--- config.mk ---
export PLATFORM = sky130hd
export DESIGN_NAME = axw_write_sub
export DESIGN_NICKNAME = d
export VERILOG_FILES = /design/src/rtl/axw_pkg.sv /design/src/rtl/axw_burst_check.sv /design/src/rtl/axw_byte_mem.sv /design/src/rtl/axw_write_sub.sv
export SDC_FILE = /design/constraint.sdc
export NUM_CORES = 2
export LEC_CHECK = 0
export BUFFER_PORTS_ARGS = -buffer_cell sky130_fd_sc_hd__buf_2
export CORE_ASPECT_RATIO = 0.5
export CORE_MARGIN = 2
export CORE_UTILIZATION = 35
export CTS_BUF_LIST = sky130_fd_sc_hd__clkbuf_4 sky130_fd_sc_hd__clkbuf_8
export CTS_CLUSTER_DIAMETER = 80
export DETAILED_ROUTE_END_ITERATION = 10
export HOLD_SLACK_MARGIN = 0.03
export MAX_ROUTING_LAYER = met4
export PLACE_DENSITY = 0.5
export SLEW_MARGIN = 15
export SYNTH_ARGS = -nofsm -noshare
export SYNTH_HDL_FRONTEND = slang
export SYNTH_SLANG_ARGS = --single-unit
export TNS_END_PERCENT = 10
--- constraint.sdc ---
create_clock -name clk -period 3.6 [get_ports clk]
set_clock_uncertainty 0.1 [all_clocks]
set_input_delay 0.72 -clock clk [delete_from_list [all_inputs] [get_ports clk]]
set_output_delay 0.72 -clock clk [all_outputs]
set_load 0.02 [all_outputs]
--- src/rtl/axw_pkg.sv ---
package axw_pkg;
    typedef enum logic [1:0] {
        ST_IDLE = 2'd0,
        ST_DATA = 2'd1,
        ST_RESP = 2'd2
    } axw_state_e;

    localparam logic [1:0] RESP_OKAY   = 2'b00;
    localparam logic [1:0] RESP_EXOKAY = 2'b01;
    localparam logic [1:0] RESP_SLVERR = 2'b10;
    localparam logic [1:0] RESP_DECERR = 2'b11;
endpackage

--- src/rtl/axw_burst_check.sv ---
module axw_burst_check #(
    parameter int ADDR_W    = 12,
    parameter int MEM_BYTES = 256,
    parameter int BUS_BYTES = 4
) (
    input  logic [ADDR_W-1:0] addr,
    input  logic [7:0]        len,
    input  logic [2:0]        size,
    output logic [ADDR_W-1:0] start,
    output logic              in_range,
    output logic              size_ok
);
    localparam int LANE_W = $clog2(BUS_BYTES);
    localparam int SPAN_W = ADDR_W + 17;

    logic [SPAN_W-1:0] span_end;

    always_comb begin
        start    = addr & ({ADDR_W{1'b1}} << size);
        span_end = SPAN_W'(start) + ((SPAN_W'(len) + SPAN_W'(1)) << size);
        in_range = span_end <= SPAN_W'(MEM_BYTES);
        size_ok  = size <= 3'(LANE_W);
    end
endmodule

--- src/rtl/axw_byte_mem.sv ---
module axw_byte_mem #(
    parameter int BUS_BYTES = 4,
    parameter int WORDS     = 64
) (
    input  logic                       clk,
    input  logic                       we,
    input  logic [$clog2(WORDS)-1:0]   widx,
    input  logic [BUS_BYTES*8-1:0]     wdata,
    input  logic [BUS_BYTES-1:0]       wstrb,
    input  logic [$clog2(WORDS)-1:0]   ridx,
    output logic [BUS_BYTES*8-1:0]     rdata
);
    for (genvar g = 0; g < BUS_BYTES; g++) begin : g_lane
        logic [7:0] lane_mem [WORDS];

        always_ff @(posedge clk) begin
            if (we && wstrb[g]) begin
                lane_mem[widx] <= wdata[8*g +: 8];
            end
        end

        assign rdata[8*g +: 8] = lane_mem[ridx];
    end
endmodule

--- src/rtl/axw_write_sub.sv ---
module axw_write_sub #(
    parameter int ADDR_W    = 12,
    parameter int MEM_BYTES = 256,
    parameter int BUS_BYTES = 4,
    parameter int ID_W      = 4
) (
    input  logic                                     clk,
    input  logic                                     rst_n,
    input  logic                                     s_awvalid,
    output logic                                     s_awready,
    input  logic [ID_W-1:0]                          s_awid,
    input  logic [ADDR_W-1:0]                        s_awaddr,
    input  logic [7:0]                               s_awlen,
    input  logic [2:0]                               s_awsize,
    input  logic [1:0]                               s_awburst,
    input  logic [2:0]                               s_awprot,
    input  logic [3:0]                               s_awcache,
    input  logic                                     s_wvalid,
    output logic                                     s_wready,
    input  logic [BUS_BYTES*8-1:0]                   s_wdata,
    input  logic [BUS_BYTES-1:0]                     s_wstrb,
    input  logic                                     s_wlast,
    output logic                                     s_bvalid,
    input  logic                                     s_bready,
    output logic [ID_W-1:0]                          s_bid,
    output logic [1:0]                               s_bresp,
    input  logic [$clog2(MEM_BYTES/BUS_BYTES)-1:0]   peek_idx,
    output logic [BUS_BYTES*8-1:0]                   peek_data
);
    import axw_pkg::*;

    localparam int WORDS  = MEM_BYTES / BUS_BYTES;
    localparam int WIDX_W = $clog2(WORDS);
    localparam int LANE_W = $clog2(BUS_BYTES);

    typedef struct packed {
        axw_state_e        st;
        logic [ID_W-1:0]   id;
        logic [ADDR_W-1:0] addr;
        logic [7:0]        len;
        logic [2:0]        size;
        logic [7:0]        cnt;
        logic              over;
        logic              decerr;
        logic              sizeerr;
        logic [1:0]        resp;
    } axw_regs_t;

    axw_regs_t q, d;

    logic [ADDR_W-1:0] chk_start;
    logic              chk_in_range;
    logic              chk_size_ok;
    logic              mem_we;
    logic              attr_unused;

    assign attr_unused = ^{s_awburst, s_awprot, s_awcache};

    axw_burst_check #(
        .ADDR_W   (ADDR_W),
        .MEM_BYTES(MEM_BYTES),
        .BUS_BYTES(BUS_BYTES)
    ) u_check (
        .addr    (s_awaddr),
        .len     (s_awlen),
        .size    (s_awsize),
        .start   (chk_start),
        .in_range(chk_in_range),
        .size_ok (chk_size_ok)
    );

    always_comb begin
        d      = q;
        mem_we = 1'b0;
        unique case (q.st)
            ST_IDLE: begin
                if (s_awvalid) begin
                    d.st      = ST_DATA;
                    d.id      = s_awid;
                    d.addr    = chk_start;
                    d.len     = s_awlen;
                    d.size    = s_awsize;
                    d.cnt     = '0;
                    d.over    = 1'b0;
                    d.decerr  = !chk_in_range;
                    d.sizeerr = !chk_size_ok;
                end
            end
            ST_DATA: begin
                if (s_wvalid) begin
                    mem_we = !q.decerr && !q.sizeerr && !q.over;
                    d.addr = q.addr + (ADDR_W'(1) << q.size);
                    if (s_wlast) begin
                        d.st = ST_RESP;
                        if (q.decerr) begin
                            d.resp = RESP_DECERR;
                        end else if (q.sizeerr || q.over || (q.cnt != q.len)) begin
                            d.resp = RESP_SLVERR;
                        end else begin
                            d.resp = RESP_OKAY;
                        end
                    end else if (q.cnt == q.len) begin
                        d.over = 1'b1;
                    end else begin
                        d.cnt = q.cnt + 8'd1;
                    end
                end
            end
            ST_RESP: begin
                if (s_bready) begin
                    d.st = ST_IDLE;
                end
            end
            default: d.st = ST_IDLE;
        endcase
    end

    always_ff @(posedge clk) begin
        if (!rst_n) begin
            q <= '{st: ST_IDLE, default: '0};
        end else begin
            q <= d;
        end
    end

    axw_byte_mem #(
        .BUS_BYTES(BUS_BYTES),
        .WORDS    (WORDS)
    ) u_mem (
        .clk  (clk),
        .we   (mem_we),
        .widx (q.addr[LANE_W +: WIDX_W]),
        .wdata(s_wdata),
        .wstrb(s_wstrb),
        .ridx (peek_idx),
        .rdata(peek_data)
    );

    assign s_awready = (q.st == ST_IDLE);
    assign s_wready  = (q.st == ST_DATA);
    assign s_bvalid  = (q.st == ST_RESP);
    assign s_bid     = q.id;
    assign s_bresp   = q.resp;
endmodule

# Word level (Yosys, flattened, before mapping)
# Memory sizes are Yosys's and may differ from the RTL's.
# Cells that the tools add are included.
# totals
mem_bits_ro	0
inputBits	84
mem_bits_rw	2048
reg_bits	42
memories	4
latchBits	0
wordCells	80
# memory_table
memory	words	word_bits	read_ports	rd_ports_with_merged_regs	wr	line_no	source
u_mem.g_lane[0].lane_mem	64	8	1	0	1	axw_byte_mem.sv:14	logic [7:0] lane_mem [WORDS];
u_mem.g_lane[1].lane_mem	64	8	1	0	1	axw_byte_mem.sv:14	
u_mem.g_lane[2].lane_mem	64	8	1	0	1	axw_byte_mem.sv:14	
u_mem.g_lane[3].lane_mem	64	8	1	0	1	axw_byte_mem.sv:14	
# classes
reduce_logical	21
eq_ne	11
muxes	24
n_lt_le_gt_ge	2
bitwise_logic	1
n_shift	3
n_mul	0
n_addsub	4
n_div	0
# ops
cell	count
$mux W40	1
$add A12 B29 Y29	1
$le A29 B9 Y1 const B	1
$shl A29 B3 Y29	1
$pmux W12 S2	1
$mux W9	2
$pmux W9 S2	1
$add A12 B12 Y12	1
$and A12 B12 Y12	1
$mux W12	1
$shl A1 B3 Y12 const A	1
$shl A12 B3 Y12 const A	1
$mux W1	11
$mux W2	5
$reduce_and A5 Y1	2
$add A8 B1 Y9 const B	1
$add A8 B1 Y8 const B	1
$eq A8 B8 Y1	1
$mux W8	1
$ne A2 B2 Y1 const B	4
$ne A8 B8 Y1	1
$logic_and A1 B1 Y1	6
$ne A2 B1 Y1 const B	3
$pmux W2 S3	1
10 further kinds	16

# Longest topological paths before layout
# depth
word_depth	8
mapped_depth	18
depth_no_buf	16

# Cells and area by module
# Synthesis repeated with hierarchy kept, for this count alone.
# unflattened
hier_cells	4000
area_unflattened_um2	81969.9
# modules_own_cells
mod	cells_per_inst	area_per_inst_um2	n_inst
axw_byte_mem	3575	78650.4	1
axw_write_sub	249	2094.5	1
axw_burst_check	176	1224.9	1

# Worst setup path before layout
# No wires, ideal clock.
# synth_timing
path_kind	input port to flip-flop
startpoint	in s_awsize[0]
endpoint	reg q[3] in the netlist's numbering
setup_ps	131
arrival_time_ps	3710
setup_slack_ps	-341
path_stages	14
cell_sequence	clkbuf_1 -> clkbuf_1 -> clkbuf_1 -> nor4_1 -> ha_1 -> fa_1 -> a21o_1 -> a22oi_1 -> nand2b_1 -> xor2_1 -> nor4_1 -> o2111ai_1 -> a2111oi_0 -> a21oi_1
# synth_between
elab_chain_len	5
elab_cells_between_ends	6
# synth_rtl
element	line_no	source
from (decl)	axw_write_sub.sv:14	input logic [2:0] s_awsize,
$shl A12 B3 Y12	axw_burst_check.sv:19	start = addr & ({ADDR_W{1'b1}} << size);
$and A12 B12 Y12	axw_burst_check.sv:19	
$add A12 B29 Y29 (*)	axw_burst_check.sv:20	span_end = SPAN_W'(start) + ((SPAN_W'(len) + SPAN_W'(1)) << size);
$le A29 B9 Y1 (*)	axw_burst_check.sv:21	in_range = span_end <= SPAN_W'(MEM_BYTES);
$logic_not A1 Y1 (*)	axw_write_sub.sv:85	d.decerr = !chk_in_range;
to (signal assigned)	axw_write_sub.sv:120	q <= '{st: ST_IDLE, default: '0};
to (signal assigned)	axw_write_sub.sv:122	q <= d;
to (decl)	axw_write_sub.sv:49	axw_regs_t q, d;
# Mark *: on every way between the ends. The rest lies on a longest branch, timed or not.
# A chain may end at the register's enable or synchronous reset.

# Final worst setup path
# layout_timing
startpoint	in peek_idx[0]
endpoint	out peek_data[7]
# layout_between
elab_chain_len	1
# layout_rtl
element	line_no	source
from (decl)	axw_write_sub.sv:27	input logic [$clog2(MEM_BYTES/BUS_BYTES)-1:0] peek_idx,
$mem_v2 Z64 W8	--	
to (decl)	axw_write_sub.sv:28	output logic [BUS_BYTES*8-1:0] peek_data
# No other way between the ends.

==> results.md <==
- The number of library cell types mapped by synthesis is 60.
- Measured on the finished design, the core utilization comes to a little over two fifths.
- Of all flip-flops after synthesis, the portion carrying an async set or reset was 0%.
- The floorplan has roughly 130 rows.
- The area share of the largest cell type after synthesis is ~75%.
- The initial antenna violation count is 19.
- After synthesis the cells add up to about 82000 um2.
- The post-place instance area is 90610 um2.
- The area growth from synthesis to layout is 18.49%.
- The worst setup path is launched from a primary input.
- The total area inside the core boundary comes to around 230000 um2.
- The die covers approximately 240000 um2.
- The source-to-sink clock delay at the later pin of the worst-skew pair is ~0.9 ns.
- No sink is reached through more buffers than the 4 on the longest clock path.
- The worst-case IR drop observed on VDD is 0.2566 mV.
- The first detailed-routing pass took 6 iterations.
- The required time of the worst setup path is 2.78 ns.
- In this run the worst hold path is classified as primary input to register.
- The simple-gate area share of the yosys netlist is roughly 2.7%.
- In this run, synthesis produced a sequential element count of between 2k and 2.5k.
- Pin placement for this block handled approximately 130 I/O pins.
- The final number of hold-violating endpoints came to 0.
- The max-capacitance violation count is 0.
- Buffers inserted during clock tree synthesis total roughly 320.
- The detailed router placed between 40k and 50k vias in this run.
- Measured against its own limit, the worst slew margin works out to between 20% and 30%.
- The number of global-route vias before repair was 42.95k.
- The footprint of the multi-input gates is 18940 um2.
- The dominant combinational cell family by area after synthesis is multiplexers.
- The clock tree synthesis step divided the H-tree into 5 levels.
- The cell accounting for the most synthesized area is edfxtp_1.
- The arithmetic-cell share of the synthesized area counting full adders, half adders and majority gates is less than 1%.
- Setup repair after global routing could not meet its margin everywhere.
- After layout, the design draws a total of slightly below 50 mW.
- The worst setup slack after layout is -0.4696 ns.
- The last weighted congestion value of the routability-driven placer is ~0.85.
- At the end of the flow, the number of nets in the layout was ~4.6k.
- The die height is around 350 um.
- TritonCTS built the clock tree.
- The type of destination of the critical path is an output pin.
- The detailed placement HPWL is about 150000 um.
- The total overflow reported by the global router is 0.
- The mean number of vias per cell is between 5 and 6.
- Registers take between 60000 and 70000 um2.
- The cell count after synthesis came out at 3734.
- The average cell area after synthesis is 21.99 um2.
- Timing analysis after detailed placement gives a worst setup slack of -0.6296 ns.
- In this run, the number of DRC markers left after iteration 0 of detailed routing was 4629.
- The initial utilization of the core area, before any placement, comes to approximately a third.
- The largest fanout on the critical path is 17.
- After clock tree synthesis, the clock-pin slew on the worst setup and hold paths is 0.07 ns.
- Summing all non-filler instances in the final layout gives an area of between 90000 and 100000 um2.
- Yosys printed 0 warnings.
- The final layout contains routed wiring with a total length of 228000 um.
- For the pin with the worst max-slew slack, the measured transition is roughly 1.1 ns.
- The count of final setup violators is 32.
- The die is between 600 and 700 um wide.
- The clock root buffer is clkbuf_8.
- The final-layout fill cell count is roughly 20k.
- The cell with the most instances after synthesis is edfxtp_1.
- The final period demand of the worst path is between 4 and 5 ns.
- Dividing the final minimum period by the clock period gives 113.0%.
- Global routing used 19.38% of the available tracks across all layers.
- Sequential cells were found to cover 75.83% of the synthesized design area.
- The synthesized design contains a little over 2k enable-type register cells.
- The run finished, with violations left.
- The wire length of the first global-routing pass is about 320000 um.
- By area the synthesized netlist is led by edfxtp_1 (75%), mux4_2 (18%), nor2_1 (1.3%), dfxtp_1 (0.93%), nand2_1 (0.67%).
- For the worst setup path, the data arrival time is 3.25 ns.
- Of the total synthesized cell area, the portion taken by XOR and XNOR cells is less than 1%.
- The number of port buffers is ~120.
- Entering global routing, the biggest net connects between 60 and 70 pins.
- In the synthesized netlist the dominant register cell turns out to be edfxtp_1.
- The clock drives 2086 sinks.
- The leakage power of the design is about 31 nW.
- The count of unresolved DRC violations after routing is 0.
- When the netlist entered floorplanning its net count stood at approximately 3.8k.
- The power density relative to cell area is slightly above 500 nW/um2.
- The average wire per cell in the routed design is 28.94 um.
- The count of nets left with antenna violations once routing finished came out at 0.
- In the synthesized netlist, mux cells make up between 10% and 20% of the area.
- The setup path with the least slack is of type primary input to output pin.
- The complex-gate fraction of the synthesized area is less than 1%.
- The checks that failed: setup timing.
- In the synthesized netlist, the cells that appear most often are edfxtp_1 (2048), mux4_2 (657), nor2_1 (294), nand2_1 (146), clkbuf_1 (127).
- The total count of max-transition violations in the final report is 0.
- The achievable frequency is between 0.2 and 0.25 GHz.
- Cells with a size suffix above 1 make up about two fifths of the layout.
-- worst paths after layout --
path                                     endpoint  cells after the start  slack, ns   startpoint
setup / recovery                     peek_data[7]                      7      -0.47  peek_idx[0]
hold / removal                              q[40]                      4       0.13     s_wvalid
setup reg to reg  u_mem.g_lane[3].lane_mem[40][6]                      4       0.28        q[26]
hold reg to reg                          s_bid[3]                      2       0.36     s_bid[3]
-- power breakdown --
| group | internal, mW | switching [mW] |
|---|---|---|
| clock network | 9.76 | 9.11 |
| logic | 1.45 | 1.94 |
| registers | 26.7 | 0.0546 |
-- per-layer routing --
metal  track usage, %  routed length [um]  vias up
li1                 -                   -    17260
met1            26.48               99450    22560
met2            29.67              106900     1470
met3            4.369               16560      362
met4            4.583                5027        0
met5                -                   0        -
-- layout make-up --
type | instances | share of cell area [%]
repair buffers | 695 | 6.352
flip-flops and latches | 2086 | 64.00
multi-input cells | 1411 | 19.47
clock inverters | 112 | 0.5800
clock buffers | 439 | 5.516
well taps | 3111 | 4.001
diodes | 9 | 0.02315
inverters | 15 | 0.05788
-- metrics by stage --
stage | hold slack [ns] | std cells | setup TNS (ns)
6_report | 0.1342 | 7878 | -13.18
5_1_grt | 0.09551 | 7874 | -14.49
4_1_cts | 0.04009 | 7858 | -13.89
3_5_place_dp | 0.3500 | 7292 | -17.24
3_3_place_gp | 0.3434 | 7292 | -17.24
2_1_floorplan | 0.3274 | 3734 | -1.194
-- flip-flops by register name (all words and copies together), names as in the netlist --
register and flops:
s_bid 4, u_mem.g_lane.lane_mem 2048, s_bresp 2, q 32
-- repair_timing --
item,CTS,global route
setup buffers,4,8
pin swaps,1,0
hold buffers,7,0
cloned,4,3
endpoints found under the setup margin,32,32
resized for setup,65,22
hold endpoints to repair,12,0
-- cells in the final DEF, fill, tap and decap left out, types with 10 or more instances in the layout --
cell	Yosys	layout
inv_1	14	14
mux4_2	657	657
ha_1	21	21
buf_12	0	54
buf_4	10	499
mux2i_1	25	21
buf_6	3	25
o21ai_1	0	10
a21oi_1	40	40
buf_16	0	16
xnor2_1	18	18
nor2_1	294	293
edfxtp_1	2048	2048
xor2_1	12	12
nand3_1	13	13
clkinv_2	0	21
o21ai_0	36	20
nor3_1	18	18
buf_2	55	88
nand2_1	146	140
dfxtp_1	38	38
clkbuf_8	0	331
clkbuf_4	0	108
clkinv_1	0	75
-- cells by family after synthesis --
logic type                 count (synthesis)
AOI/OAI and AO/OA                        130
xor gates and xnor gates                  30
adders and majority gates                 23
buffers and inverters                    237
DFF                                     2086
muxes                                    697
and+or+nand+nor                          531
-- worst max-delay path, stage by stage --
cell	delay, ns
buf_16	0.17
buf_16	0.19
buf_12	0.22
mux4_2	0.54
mux4_2	0.54
mux4_2	0.59
buf_2	0.21
(Power assumes the default switching activity.)
